File: src/rtl/irq_vector_pkg.sv
package irq_vector_pkg;
    localparam int NSRC  = 12;
    localparam int NMASK = NSRC - 2;
    localparam int NLINE = 6;
    localparam int IDX_W = $clog2(NSRC);
    localparam int VEC_W = 16;
    localparam int CTL_W = 5;
    localparam int FC_W  = 2 * NMASK;

    localparam int CTL_EDGE_L0 = 0;
    localparam int CTL_EDGE_L4 = 1;
    localparam int CTL_EDGE_L5 = 2;
    localparam int CTL_NEST    = 3;
    localparam int CTL_ALT     = 4;

    localparam int RK_BOOT = 0;
    localparam int RK_PDN  = 1;
    localparam int RK_L0   = 2;
    localparam int RK_L1   = 3;
    localparam int RK_L2   = 4;
    localparam int RK_S0T  = 5;
    localparam int RK_S0R  = 6;
    localparam int RK_L3   = 7;
    localparam int RK_DMA  = 8;
    localparam int RK_S1T  = 9;
    localparam int RK_S1R  = 10;
    localparam int RK_TMR  = 11;

    typedef enum logic {
        ST_IDLE  = 1'b0,
        ST_SERVE = 1'b1
    } svc_state_e;

    function automatic logic [VEC_W-1:0] rank_vector(input logic [IDX_W-1:0] r);
        logic [VEC_W-1:0] v;
        v = '0;
        if (r == IDX_W'(RK_PDN)) begin
            v = VEC_W'(16'h002C);
        end else if (r != IDX_W'(RK_BOOT)) begin
            v[IDX_W+1:2] = r - IDX_W'(1);
        end
        return v;
    endfunction
endpackage

File: src/rtl/ivc_line_sync.sv
module ivc_line_sync #(
    parameter int NLINES = 6,
    parameter int STAGES = 2
) (
    input  logic              clk,
    input  logic              rst_n,
    input  logic [NLINES-1:0] line_n,
    output logic [NLINES-1:0] lvl_o,
    output logic [NLINES-1:0] fall_o
);
    for (genvar g = 0; g < NLINES; g++) begin : g_line
        logic [STAGES-1:0] chain_q;
        logic              prev_q;

        always_ff @(posedge clk or negedge rst_n) begin
            if (!rst_n) begin
                chain_q <= '1;
                prev_q  <= 1'b1;
            end else begin
                chain_q <= {chain_q[STAGES-2:0], line_n[g]};
                prev_q  <= chain_q[STAGES-1];
            end
        end

        assign lvl_o[g]  = ~chain_q[STAGES-1];
        assign fall_o[g] = prev_q & ~chain_q[STAGES-1];

        AST_FALL_SINGLE: assert property (@(posedge clk) disable iff (!rst_n)
            fall_o[g] |=> !fall_o[g]);
    end
endmodule

File: src/rtl/ivc_pend.sv
module ivc_pend
    import irq_vector_pkg::*;
(
    input  logic             clk,
    input  logic             rst_n,
    input  logic [NLINE-1:0] lvl_i,
    input  logic [NLINE-1:0] fall_i,
    input  logic [CTL_W-1:0] ctl_i,
    input  logic             boot_i,
    input  logic             pdn_i,
    input  logic             s0t_i,
    input  logic             s0r_i,
    input  logic             dma_i,
    input  logic             s1t_i,
    input  logic             s1r_i,
    input  logic             tmr_i,
    input  logic             fc_we_i,
    input  logic [FC_W-1:0]  fc_data_i,
    input  logic             take_i,
    input  logic [IDX_W-1:0] take_rank_i,
    output logic [NSRC-1:0]  req_o
);
    logic [NSRC-1:0] has_line;
    logic [NSRC-1:0] line_lvl;
    logic [NSRC-1:0] line_fall;
    logic [NSRC-1:0] edge_sel;
    logic [NSRC-1:0] side_req;

    // route lines and peripheral requests onto ranks
    always_comb begin
        has_line  = '0;
        line_lvl  = '0;
        line_fall = '0;
        edge_sel  = '0;
        side_req  = '0;
        side_req[RK_BOOT] = boot_i;
        side_req[RK_PDN]  = pdn_i;
        has_line[RK_L0]   = 1'b1;
        line_lvl[RK_L0]   = lvl_i[0];
        line_fall[RK_L0]  = fall_i[0];
        edge_sel[RK_L0]   = ctl_i[CTL_EDGE_L0];
        has_line[RK_L1]   = 1'b1;
        line_lvl[RK_L1]   = lvl_i[1];
        line_fall[RK_L1]  = fall_i[1];
        has_line[RK_L2]   = 1'b1;
        line_lvl[RK_L2]   = lvl_i[2];
        line_fall[RK_L2]  = fall_i[2];
        side_req[RK_S0T]  = s0t_i;
        side_req[RK_S0R]  = s0r_i;
        has_line[RK_L3]   = 1'b1;
        line_lvl[RK_L3]   = lvl_i[3];
        line_fall[RK_L3]  = fall_i[3];
        edge_sel[RK_L3]   = 1'b1;
        side_req[RK_DMA]  = dma_i;
        if (ctl_i[CTL_ALT]) begin
            has_line[RK_S1T]  = 1'b1;
            line_lvl[RK_S1T]  = lvl_i[4];
            line_fall[RK_S1T] = fall_i[4];
            edge_sel[RK_S1T]  = ctl_i[CTL_EDGE_L4];
            has_line[RK_S1R]  = 1'b1;
            line_lvl[RK_S1R]  = lvl_i[5];
            line_fall[RK_S1R] = fall_i[5];
            edge_sel[RK_S1R]  = ctl_i[CTL_EDGE_L5];
        end else begin
            side_req[RK_S1T]  = s1t_i;
            side_req[RK_S1R]  = s1r_i;
        end
        side_req[RK_TMR] = tmr_i;
    end

    for (genvar r = 0; r < NSRC; r++) begin : g_rank
        if (r < 2) begin : g_fixed
            // non-maskable ranks are plain levels, no latch
            assign req_o[r] = side_req[r] | (has_line[r] &
                ((~edge_sel[r] & line_lvl[r]) | (edge_sel[r] & line_fall[r])));
        end else begin : g_latch
            logic pend_q;
            logic set_w;
            logic clr_w;

            assign set_w = (fc_we_i & fc_data_i[r-2])
                         | (has_line[r] & edge_sel[r] & line_fall[r]);
            assign clr_w = (fc_we_i & fc_data_i[NMASK+r-2])
                         | (take_i & (take_rank_i == IDX_W'(r)));

            always_ff @(posedge clk or negedge rst_n) begin
                if (!rst_n) begin
                    pend_q <= 1'b0;
                end else begin
                    pend_q <= (pend_q & ~clr_w) | set_w;
                end
            end

            assign req_o[r] = pend_q | side_req[r]
                            | (has_line[r] & ~edge_sel[r] & line_lvl[r]);

            AST_FORCE_SETS: assert property (@(posedge clk) disable iff (!rst_n)
                (fc_we_i && fc_data_i[r-2]) |=> req_o[r]);
        end
    end

    AST_EDGE_LINE3: assert property (@(posedge clk) disable iff (!rst_n)
        fall_i[3] |=> req_o[RK_L3]);
endmodule

File: src/rtl/ivc_prio.sv
module ivc_prio
    import irq_vector_pkg::*;
(
    input  logic             clk,
    input  logic             rst_n,
    input  logic [NSRC-1:0]  req_i,
    input  logic [NMASK-1:0] mask_i,
    input  logic             blk_i,
    input  logic [NSRC-1:0]  isr_i,
    input  logic             nest_i,
    output logic             hit_o,
    output logic [IDX_W-1:0] rank_o,
    output logic [VEC_W-1:0] vec_o
);
    logic [NSRC-1:0]  elig;
    logic             found;
    logic [IDX_W-1:0] cand;
    logic             busy;
    logic [IDX_W-1:0] top_svc;

    assign elig = req_i & {mask_i & {NMASK{~blk_i}}, 2'b11};

    always_comb begin
        found = 1'b0;
        cand  = '0;
        for (int i = NSRC - 1; i >= 0; i--) begin
            if (elig[i]) begin
                found = 1'b1;
                cand  = IDX_W'(i);
            end
        end
    end

    always_comb begin
        busy    = 1'b0;
        top_svc = '0;
        for (int i = NSRC - 1; i >= 0; i--) begin
            if (isr_i[i]) begin
                busy    = 1'b1;
                top_svc = IDX_W'(i);
            end
        end
    end

    assign hit_o  = found & (~busy | (nest_i & (cand < top_svc)));
    assign rank_o = cand;
    assign vec_o  = rank_vector(cand);

    AST_MASK_GATES: assert property (@(posedge clk) disable iff (!rst_n)
        (hit_o && rank_o >= IDX_W'(2)) |-> (mask_i[rank_o - IDX_W'(2)] && !blk_i));
    AST_HIT_HAS_REQ: assert property (@(posedge clk) disable iff (!rst_n)
        hit_o |-> req_i[rank_o]);
endmodule

File: src/rtl/irq_vector_ctrl.sv
module irq_vector_ctrl
    import irq_vector_pkg::*;
#(
    parameter int SYNC_STAGES = 2
) (
    input  logic             clk,
    input  logic             rst_n,
    input  logic [5:0]       ext_n,
    input  logic             boot_req,
    input  logic             pdn_req,
    input  logic             sp0_tx_req,
    input  logic             sp0_rx_req,
    input  logic             dma_req,
    input  logic             sp1_tx_req,
    input  logic             sp1_rx_req,
    input  logic             tmr_req,
    input  logic             mask_we,
    input  logic [9:0]       mask_wdata,
    input  logic             ctl_we,
    input  logic [4:0]       ctl_wdata,
    input  logic             fc_we,
    input  logic [19:0]      fc_wdata,
    input  logic             irq_ack,
    input  logic             irq_rti,
    output logic             irq_req,
    output logic [15:0]      irq_vec
);
    logic [NMASK-1:0] mask_q;
    logic [CTL_W-1:0] ctl_q;
    logic             blk_q;
    logic [NSRC-1:0]  isr_q;
    logic [NSRC-1:0]  isr_d;
    svc_state_e       state_q;
    svc_state_e       state_d;

    logic [NLINE-1:0] lvl_w;
    logic [NLINE-1:0] fall_w;
    logic [NSRC-1:0]  req_w;
    logic             hit_w;
    logic [IDX_W-1:0] rank_w;
    logic [VEC_W-1:0] vec_w;
    logic             take_w;

    ivc_line_sync #(.NLINES(NLINE), .STAGES(SYNC_STAGES)) u_sync (
        .clk    (clk),
        .rst_n  (rst_n),
        .line_n (ext_n),
        .lvl_o  (lvl_w),
        .fall_o (fall_w)
    );

    ivc_pend u_pend (
        .clk         (clk),
        .rst_n       (rst_n),
        .lvl_i       (lvl_w),
        .fall_i      (fall_w),
        .ctl_i       (ctl_q),
        .boot_i      (boot_req),
        .pdn_i       (pdn_req),
        .s0t_i       (sp0_tx_req),
        .s0r_i       (sp0_rx_req),
        .dma_i       (dma_req),
        .s1t_i       (sp1_tx_req),
        .s1r_i       (sp1_rx_req),
        .tmr_i       (tmr_req),
        .fc_we_i     (fc_we),
        .fc_data_i   (fc_wdata),
        .take_i      (take_w),
        .take_rank_i (rank_w),
        .req_o       (req_w)
    );

    ivc_prio u_prio (
        .clk    (clk),
        .rst_n  (rst_n),
        .req_i  (req_w),
        .mask_i (mask_q),
        .blk_i  (blk_q),
        .isr_i  (isr_q),
        .nest_i (ctl_q[CTL_NEST]),
        .hit_o  (hit_w),
        .rank_o (rank_w),
        .vec_o  (vec_w)
    );

    assign take_w = irq_ack & irq_req;

    // software-visible registers and the one-cycle blackout
    always_ff @(posedge clk or negedge rst_n) begin
        if (!rst_n) begin
            mask_q <= '0;
            ctl_q  <= '0;
            blk_q  <= 1'b0;
        end else begin
            blk_q <= mask_we;
            if (mask_we) begin
                mask_q <= mask_wdata;
            end
            if (ctl_we) begin
                ctl_q <= ctl_wdata;
            end
        end
    end

    // in-service set: release the highest-priority level, then record a take
    always_comb begin
        logic cleared;
        cleared = 1'b0;
        isr_d   = isr_q;
        if (irq_rti) begin
            for (int i = 0; i < NSRC; i++) begin
                if (!cleared && isr_q[i]) begin
                    isr_d[i] = 1'b0;
                    cleared  = 1'b1;
                end
            end
        end
        if (take_w) begin
            isr_d[rank_w] = 1'b1;
        end
    end

    // next-state logic
    always_comb begin
        state_d = state_q;
        unique case (state_q)
            ST_IDLE:  if (take_w) state_d = ST_SERVE;
            ST_SERVE: if (isr_d == '0) state_d = ST_IDLE;
        endcase
    end

    // state register
    always_ff @(posedge clk or negedge rst_n) begin
        if (!rst_n) begin
            state_q <= ST_IDLE;
            isr_q   <= '0;
        end else begin
            state_q <= state_d;
            isr_q   <= isr_d;
        end
    end

    // outputs
    always_comb begin
        irq_req = 1'b0;
        irq_vec = '0;
        unique case (state_q)
            ST_IDLE: begin
                irq_req = hit_w;
                irq_vec = hit_w ? vec_w : '0;
            end
            ST_SERVE: begin
                irq_req = hit_w & ctl_q[CTL_NEST];
                irq_vec = (hit_w & ctl_q[CTL_NEST]) ? vec_w : '0;
            end
        endcase
    end

    AST_BLACKOUT: assert property (@(posedge clk) disable iff (!rst_n)
        mask_we |=> (!irq_req || rank_w < IDX_W'(2)));
    AST_SEQ_HOLD: assert property (@(posedge clk) disable iff (!rst_n)
        (!ctl_q[CTL_NEST] && isr_q != '0) |-> !irq_req);
    AST_NEST_OUTRANK: assert property (@(posedge clk) disable iff (!rst_n)
        (irq_req && isr_q != '0) |->
        ((isr_q & ((NSRC'(1) << (32'(rank_w) + 1)) - NSRC'(1))) == '0));
    AST_TAKE_SERVES: assert property (@(posedge clk) disable iff (!rst_n)
        take_w |=> (state_q == ST_SERVE));
    AST_IDLE_EMPTY: assert property (@(posedge clk) disable iff (!rst_n)
        (state_q == ST_IDLE) |-> (isr_q == '0));
endmodule

File: config.mk
export PLATFORM = sky130hd
export DESIGN_NAME = irq_vector_ctrl
export DESIGN_NICKNAME = d
export VERILOG_FILES = /design/src/rtl/irq_vector_pkg.sv /design/src/rtl/ivc_line_sync.sv /design/src/rtl/ivc_pend.sv /design/src/rtl/ivc_prio.sv /design/src/rtl/irq_vector_ctrl.sv
export SDC_FILE = /design/constraint.sdc
export NUM_CORES = 1
export LEC_CHECK = 0
export BUFFER_PORTS_ARGS = -buffer_cell sky130_fd_sc_hd__buf_2
export CAP_MARGIN = 20
export CORE_AREA = 2 2 62 108
export CTS_CLUSTER_DIAMETER = 100
export DETAILED_ROUTE_END_ITERATION = 12
export DIE_AREA = 0 0 64 110
export GPL_TIMING_DRIVEN = 0
export MAX_ROUTING_LAYER = met4
export PLACE_DENSITY = 0.74
export SETUP_SLACK_MARGIN = 0.4
export SYNTH_ARGS = -nofsm -noshare
export SYNTH_HDL_FRONTEND = slang
export SYNTH_SLANG_ARGS = --single-unit
File: constraint.sdc
create_clock -name clk -period 4.13 [get_ports clk]
set_clock_uncertainty 0.15 [all_clocks]
set_input_delay 0.2065 -clock clk [delete_from_list [all_inputs] [get_ports clk]]
set_output_delay 0.2065 -clock clk [all_outputs]
set_load 0.01 [all_outputs]
Word level (Yosys, flattened, before mapping):

Cells that the tools add are included.

* flip-flop bits (word level): 55
* output and inout port bits: 17
* word-level logic and storage cells: 283

* add/subtract/negate cells: 1
* magnitude comparators: 3
* equality and inequality tests: 11
* mux-type cells: 99
* bitwise gates (word level): 119
* reductions and logical operators: 25

Operator list (number)
* $mux 4: 26
* $mux 1: 60
* $and 1x1->1: 58
* $or 1x1->1: 36
* $pmux 16 s2: 1
* $mux 12: 2
* $not 1->1: 22
* $eq 4x3->1 const B: 4
* $eq 4x4->1 const B: 4
* $and 12x12->12: 1
* $logic_and 1x1->1: 12
* $logic_not 12->1: 1
* $mux 6: 2
* $or 12x12->12: 1
* $logic_not 1->1: 11
* $and 10x10->10: 1
* $mux 2: 5
* $eq 4x2->1 const B: 2
* $lt 4x5->1 const B: 1
* $demux 1 s4: 1
* $eq 4x1->1 const B: 1
* $ge 4x1->1 const B: 1
* $lt 4x4->1: 1
* $pmux 1 s2: 2
* other kinds (2): 2

Longest topological paths before layout:

* depth in word-level cells: 51
* depth in mapped cells: 14
* depth with buffers taken out: 13

Cells and area by module:

A second synthesis with hierarchy kept.

* cells, all modules: 316
* area total of the unflattened synthesis: 3231.8 µm²

By module, submodules not included
* irq_vector_ctrl: times used 1, cells an instance 124, area an instance 1413.9 µm², seq. area each 725.7 µm²
* ivc_prio: times used 1, cells an instance 91, area an instance 658.1 µm², seq. area each 0.0 µm²
* ivc_pend: times used 1, cells an instance 71, area an instance 626.9 µm², seq. area each 250.2 µm²
* ivc_line_sync: times used 1, cells an instance 30, area an instance 533.0 µm², seq. area each 473.0 µm²

Worst setup path after synthesis:

OpenSTA, ideal clock, no wires.

* path kind: register to register
* start point: reg u_sync.g_line[5].chain_q[1]
* end point: reg u_pend.g_rank[5].g_latch.pend_q
* library setup time: 0.121 ns
* data arrival time: 3.623 ns
* setup slack: 0.235 ns
* stages on the path, launching flop included: 14
* buffers on the path: 1
* path through: dfstp_2 > nor3b_1 > o311ai_1 > a211oi_1 > o21ai_1 > inv_1 > ha_1 > or3_2 > a211oi_1 > o21ai_0 > a211oi_1 > buf_2 > or4b_1 > a32o_1

* cells in the longest elaborated chain, start to end: 28

RTL lines
* start, declared: line ivc_line_sync.sv:12 `logic [STAGES-1:0] chain_q;`
* start signal, assigned: line ivc_line_sync.sv:20 `chain_q <= {chain_q[STAGES-2:0], line_n[g]};`
* $not 1->1 *: line ivc_line_sync.sv:25 `assign lvl_o[g] = ~chain_q[STAGES-1];`
* $mux 2 *: line ivc_pend.sv:55 `if (ctl_i[CTL_ALT]) begin`
* $and 1x1->1 *: line ivc_pend.sv:95 `| (has_line[r] & ~edge_sel[r] & line_lvl[r]);`
* $or 1x1->1 *: line ivc_pend.sv:95
* $and 12x12->12 *: line ivc_prio.sv:21 `assign elig = req_i & {mask_i & {NMASK{~blk_i}}, 2'b11};`
* $mux 4 (11 in series): line ivc_prio.sv:27 `if (elig[i]) begin`
* $lt 4x4->1: line ivc_prio.sv:45 `assign hit_o = found & (~busy | (nest_i & (cand < top_svc)));`
* $and 1x1->1: line ivc_prio.sv:45
* (+2 left out)
* $and 1x1->1: line irq_vector_ctrl.sv:153 `irq_req = hit_w & ctl_q[CTL_NEST];`
* $pmux 1 s2: line irq_vector_ctrl.sv:147 `unique case (state_q)`
* $and 1x1->1: line irq_vector_ctrl.sv:86 `assign take_w = irq_ack & irq_req;`
* $and 1x1->1 *: line ivc_pend.sv:84 `| (take_i & (take_rank_i == IDX_W'(r)));`
* $or 1x1->1 *: line ivc_pend.sv:84
* $not 1->1 *: line ivc_pend.sv:90 `pend_q <= (pend_q & ~clr_w) | set_w;`
* $and 1x1->1 *: line ivc_pend.sv:90
* $or 1x1->1 *: line ivc_pend.sv:90
* end signal, assigned: line ivc_pend.sv:90
* end, declared: line ivc_pend.sv:77 `logic pend_q;`

Every way passes the cells marked *; elsewhere a longest branch is shown, timed or not.
A chain may end at the register's enable or synchronous reset.

Worst setup path after layout:

* start point: reg ctl_q[4]
* end point: out irq_vec[5]

* cells in the longest elaborated chain, start to end: 24

RTL lines
* start, declared: line irq_vector_ctrl.sv:29 `logic [CTL_W-1:0] ctl_q;`
* start signal, assigned: line irq_vector_ctrl.sv:100 `ctl_q <= ctl_wdata;`
* $mux 2: line ivc_pend.sv:55
* $not 1->1: line ivc_pend.sv:95
* $and 1x1->1 (2 in series): line ivc_pend.sv:95
* $or 1x1->1: line ivc_pend.sv:95
* $and 12x12->12 *: line ivc_prio.sv:21
* $mux 4 (11 in series): line ivc_prio.sv:27
* $lt 4x4->1: line ivc_prio.sv:45
* $and 1x1->1: line ivc_prio.sv:45
* $or 1x1->1: line ivc_prio.sv:45
* $and 1x1->1: line ivc_prio.sv:45
* $and 1x1->1: line irq_vector_ctrl.sv:154 `irq_vec = (hit_w & ctl_q[CTL_NEST]) ? vec_w : '0;`
* $mux 6: line irq_vector_ctrl.sv:154
* $pmux 16 s2 *: line irq_vector_ctrl.sv:147
* end, declared: line irq_vector_ctrl.sv:26 `output logic [15:0] irq_vec`

Every way passes the cells marked *; elsewhere a longest branch is shown, timed or not. The select of a mux whose other input is x is not followed.

==> qor.csv <==
stage,metric,value,unit
routing,Vias,2778,
yosys,Netlist cell types,59,
critical_path,"Critical Path, Cell by Cell",nor3b_2 > o311a_4 > a211oi_4 > o21ai_4 > inv_2 > ha_4 > o21a_1 > o21ai_1 > a32o_2 > nor2_2 > a211o_1 > buf_6 > nor3_2 > buf_2,
die,Initial Util,46.9,%
die,core area,0.00613,mm²
yosys,Synth area leader,dfrtp_1,
power,static leakage,1.96,nW
yosys,synthesized area per cell,10.4,µm²
routing,vias per cell,5.52,
routing,DR DRC count,0,
cells_and_area,layout cells sized above 1,47.5,%
timing,fmax,271,MHz
global_routing,global-route wire length before repair,12800,µm
critical_path,CP peak stage delay,440,ps
min_path,worst min path class,in2reg,
routing,remaining antenna violation count,0,
die,Ports,73,
routing,1st-pass router iterations,4,
placement,port bufs,59,
yosys,Seq cells post-synth,55,
critical_path,Top delay family on crit path,compound AO/OA/AOI/OAI gates,
critical_path,CP max-delay cell,dfrtp_1,
yosys,Commonest cells post-synth,"dfrtp_1 (39), nand2_1 (26), dfstp_2 (16)",
clock_network,H-tree Lvls,2,
timing,Slew Limit Headroom,38.6,%
placement,HPWL after DPL,5650,µm
critical_path,crit path max fanout,5,
yosys,Post-Synthesis Cells,276,
yosys,top-count cell post-synth,dfrtp_1,
global_routing,GR peak layer,met2,
timing,fin. max-slew vios,0,
clock_network,worst skew pair latency,320,ps
critical_path,CP endpoint kind,primary output,
timing,min Tclk post-route,3690,ps
critical_path,WP data required,3770,ps
timing,RSZ-0062 raised after global routing,true,
clock_network,total CTS buffers,5,
clock_network,"CTS clk-pin slew, worst paths",90,ps
yosys,Synth top area share,34.0,%
yosys,number of flops mapped to enable cells by yosys,0,
critical_path,worst r2r src,ctl_q[4],
yosys,"Primary FF master, synth",dfrtp_1,
global_routing,GR Layer Usage met1,22.1,%
run_status,status,"complete, no violations",
yosys,Mapped Area,0.00287,mm²
routing,Iteration-0 DRC Markers,194,
die,Die Ht,110,µm
timing,period utilization,89.4,%
critical_path,launch point of the worst path,ctl_q[4],
critical_path,crit path launch type,flop,
cells_and_area,ANT cells,0,
power,power per cell area,441,mW/mm²
yosys,Synth area leaders,"dfrtp_1 (34%), dfstp_2 (15%), mux2_2 (5.5%)",
clock_network,CTS max path bufs,2,
timing,final hold viol count,0,
clock_network,CTS tree,built,
critical_path,WS Path Type,reg2out,
clock_network,Root Buffer,clkbuf_8,
global_routing,vias in the first global route,2781,
power,peak supply drop,0.359,mV
min_path,Hold Startpoint,mask_wdata[3],
cells_and_area,fin nets,481,
placement,gpl congestion,0.886,
timing,setup TNS,0,ps
routing,drt wl/cell,17.4,µm
yosys,async set or reset register ratio after synthesis,100,%
global_routing,initial antenna violation count,0,
global_routing,All-Layer GR Usage,24.9,%
global_routing,M2 GR Usage,47.0,%
die,die area,0.00704,mm²
timing,Slew @ Worst Pin,897,ps
die,die width,64,µm
timing,Final Setup Violations,0,
global_routing,total global routing overflow,0,
job,MaxCap Viol Count,0,
yosys,Synth warnings,0,
cells_and_area,Layout Utilization,70.3,%
clock_network,# clock sinks,55,
cells_and_area,Area Growth Syn to Fin,50.0,%
routing,final wirelength,8750,µm
global_routing,GR Util met3,3.55,%
critical_path,Worst EP arrival,3340,ps
yosys,sequential fraction of the synthesis area,48.6,%
global_routing,maximum number of pins on one net before global-route repair,33,
critical_path,"Buf+Inv Stages, Crit Path",3,
die,standard-cell rows,38,
## state kept, by name, summed over array words and instances (netlist names)
register and count:
blk_q 1, isr_q 12, u_pend.g_rank.g_latch.pend_q 10, state_q 1, mask_q 10, u_sync.g_line.chain_q 12, ctl_q 5, u_sync.g_line.prev_q 4
## worst reg2reg max path: cells and delay by family (launching register included)
family	cells	cell delay, ps
AOI/OAI and AO/OA	3	570
DFF	1	440
and+or+nand+nor	4	1160
buffers and inverters	9	1220
## stage by stage
step | hold WS, ps | setup WS, ps | total power (W) | cell area [µm²] | std cells
detailed placement | 90.2 | -139 | 0.00119 | 3340 | 427
floorplan | -239 | 433 | 0.00102 | 2920 | 287
CTS | 3.35 | 395 | 0.00177 | 4070 | 492
global placement | 162 | -114 | 0.00118 | 3320 | 426
global route | 5.46 | 301 | 0.00200 | 4310 | 503
finish | 13.0 | 438 | 0.00190 | 4310 | 503
## power by group
group | total [W] | internal [W] | switching (W)
registers | 0.000664 | 0.000604 | 0.0000602
logic | 0.000870 | 0.000464 | 0.000406
clock network | 0.000369 | 0.000196 | 0.000173
## final timing paths
kind	endpoint	slack, ps	cells after the start
setup / recovery	irq_vec[5]	440	14
hold / removal	mask_q[3]	10	2
setup reg to reg	state_q	480	16
hold reg to reg	u_sync.g_line[3].chain_q[1]	210	0
max in group asynchronous	u_sync.g_line[5].prev_q	2910	3
min in group asynchronous	isr_q[7]	270	2
## logic make-up (layout without fill, tap and decap cells)
kind of cell | Yosys count | after routing | synth area share (%)
AND/OR/NAND/NOR | 104 | 104 | 20.9
AO/OA/AOI/OAI | 67 | 67 | 17.3
flip-flops | 55 | 55 | 48.6
buffers and inverters | 30 | 166 | 5.57
multiplexers | 14 | 14 | 5.49
adder cells (fa/ha/maj) | 5 | 5 | 2.05
other | 1 | 12 | 0.130
## layout by cell type, fill, tap and decap left out, types with 3 or more instances in the layout
master / n
mux2_2: 14
or2_2: 4
nand2b_1: 8
a21boi_0: 4
o21ai_0: 12
and2_1: 4
nor2b_1: 11
conb_1: 12
buf_4: 46
inv_1: 9
buf_2: 60
nand3_1: 7
nor2_2: 3
nor2_1: 7
clkbuf_1: 4
dfrtp_1: 38
a32o_1: 6
dlygate4sd3_1: 32
clkbuf_8: 6
nand2_1: 26
or3_4: 3
nor4_1: 3
dfstp_2: 16
## layer usage
metal	vias up	routed length, µm
li1	1283	-
met1	1361	3010
met2	100	4890
met3	34	306
met4	0	546
met5	-	0
## area by class of cell
class                           count  area (µm²)
Fill cell                         460        1820
Multi-Input combinational cell    202        1620
Sequential cell                    55        1400
Timing Repair Buffer              128         911
Buffer                             18         118
Tap cell                           80         100
Clock buffer                        6        82.6
Inverter                           12        47.5
Clock inverter                      2        35.0
## repair_timing
| item | 4_1_cts | 5_1_grt |
|---|---|---|
| hold buffers | 32 | 0 |
| endpoints found under the setup margin | 19 | 17 |
| setup buffers | 25 | 11 |
| pin swaps | 14 | 21 |
| hold endpoints to repair | 51 | 0 |
| resized for setup | 24 | 33 |
(Power assumes the default switching activity.)
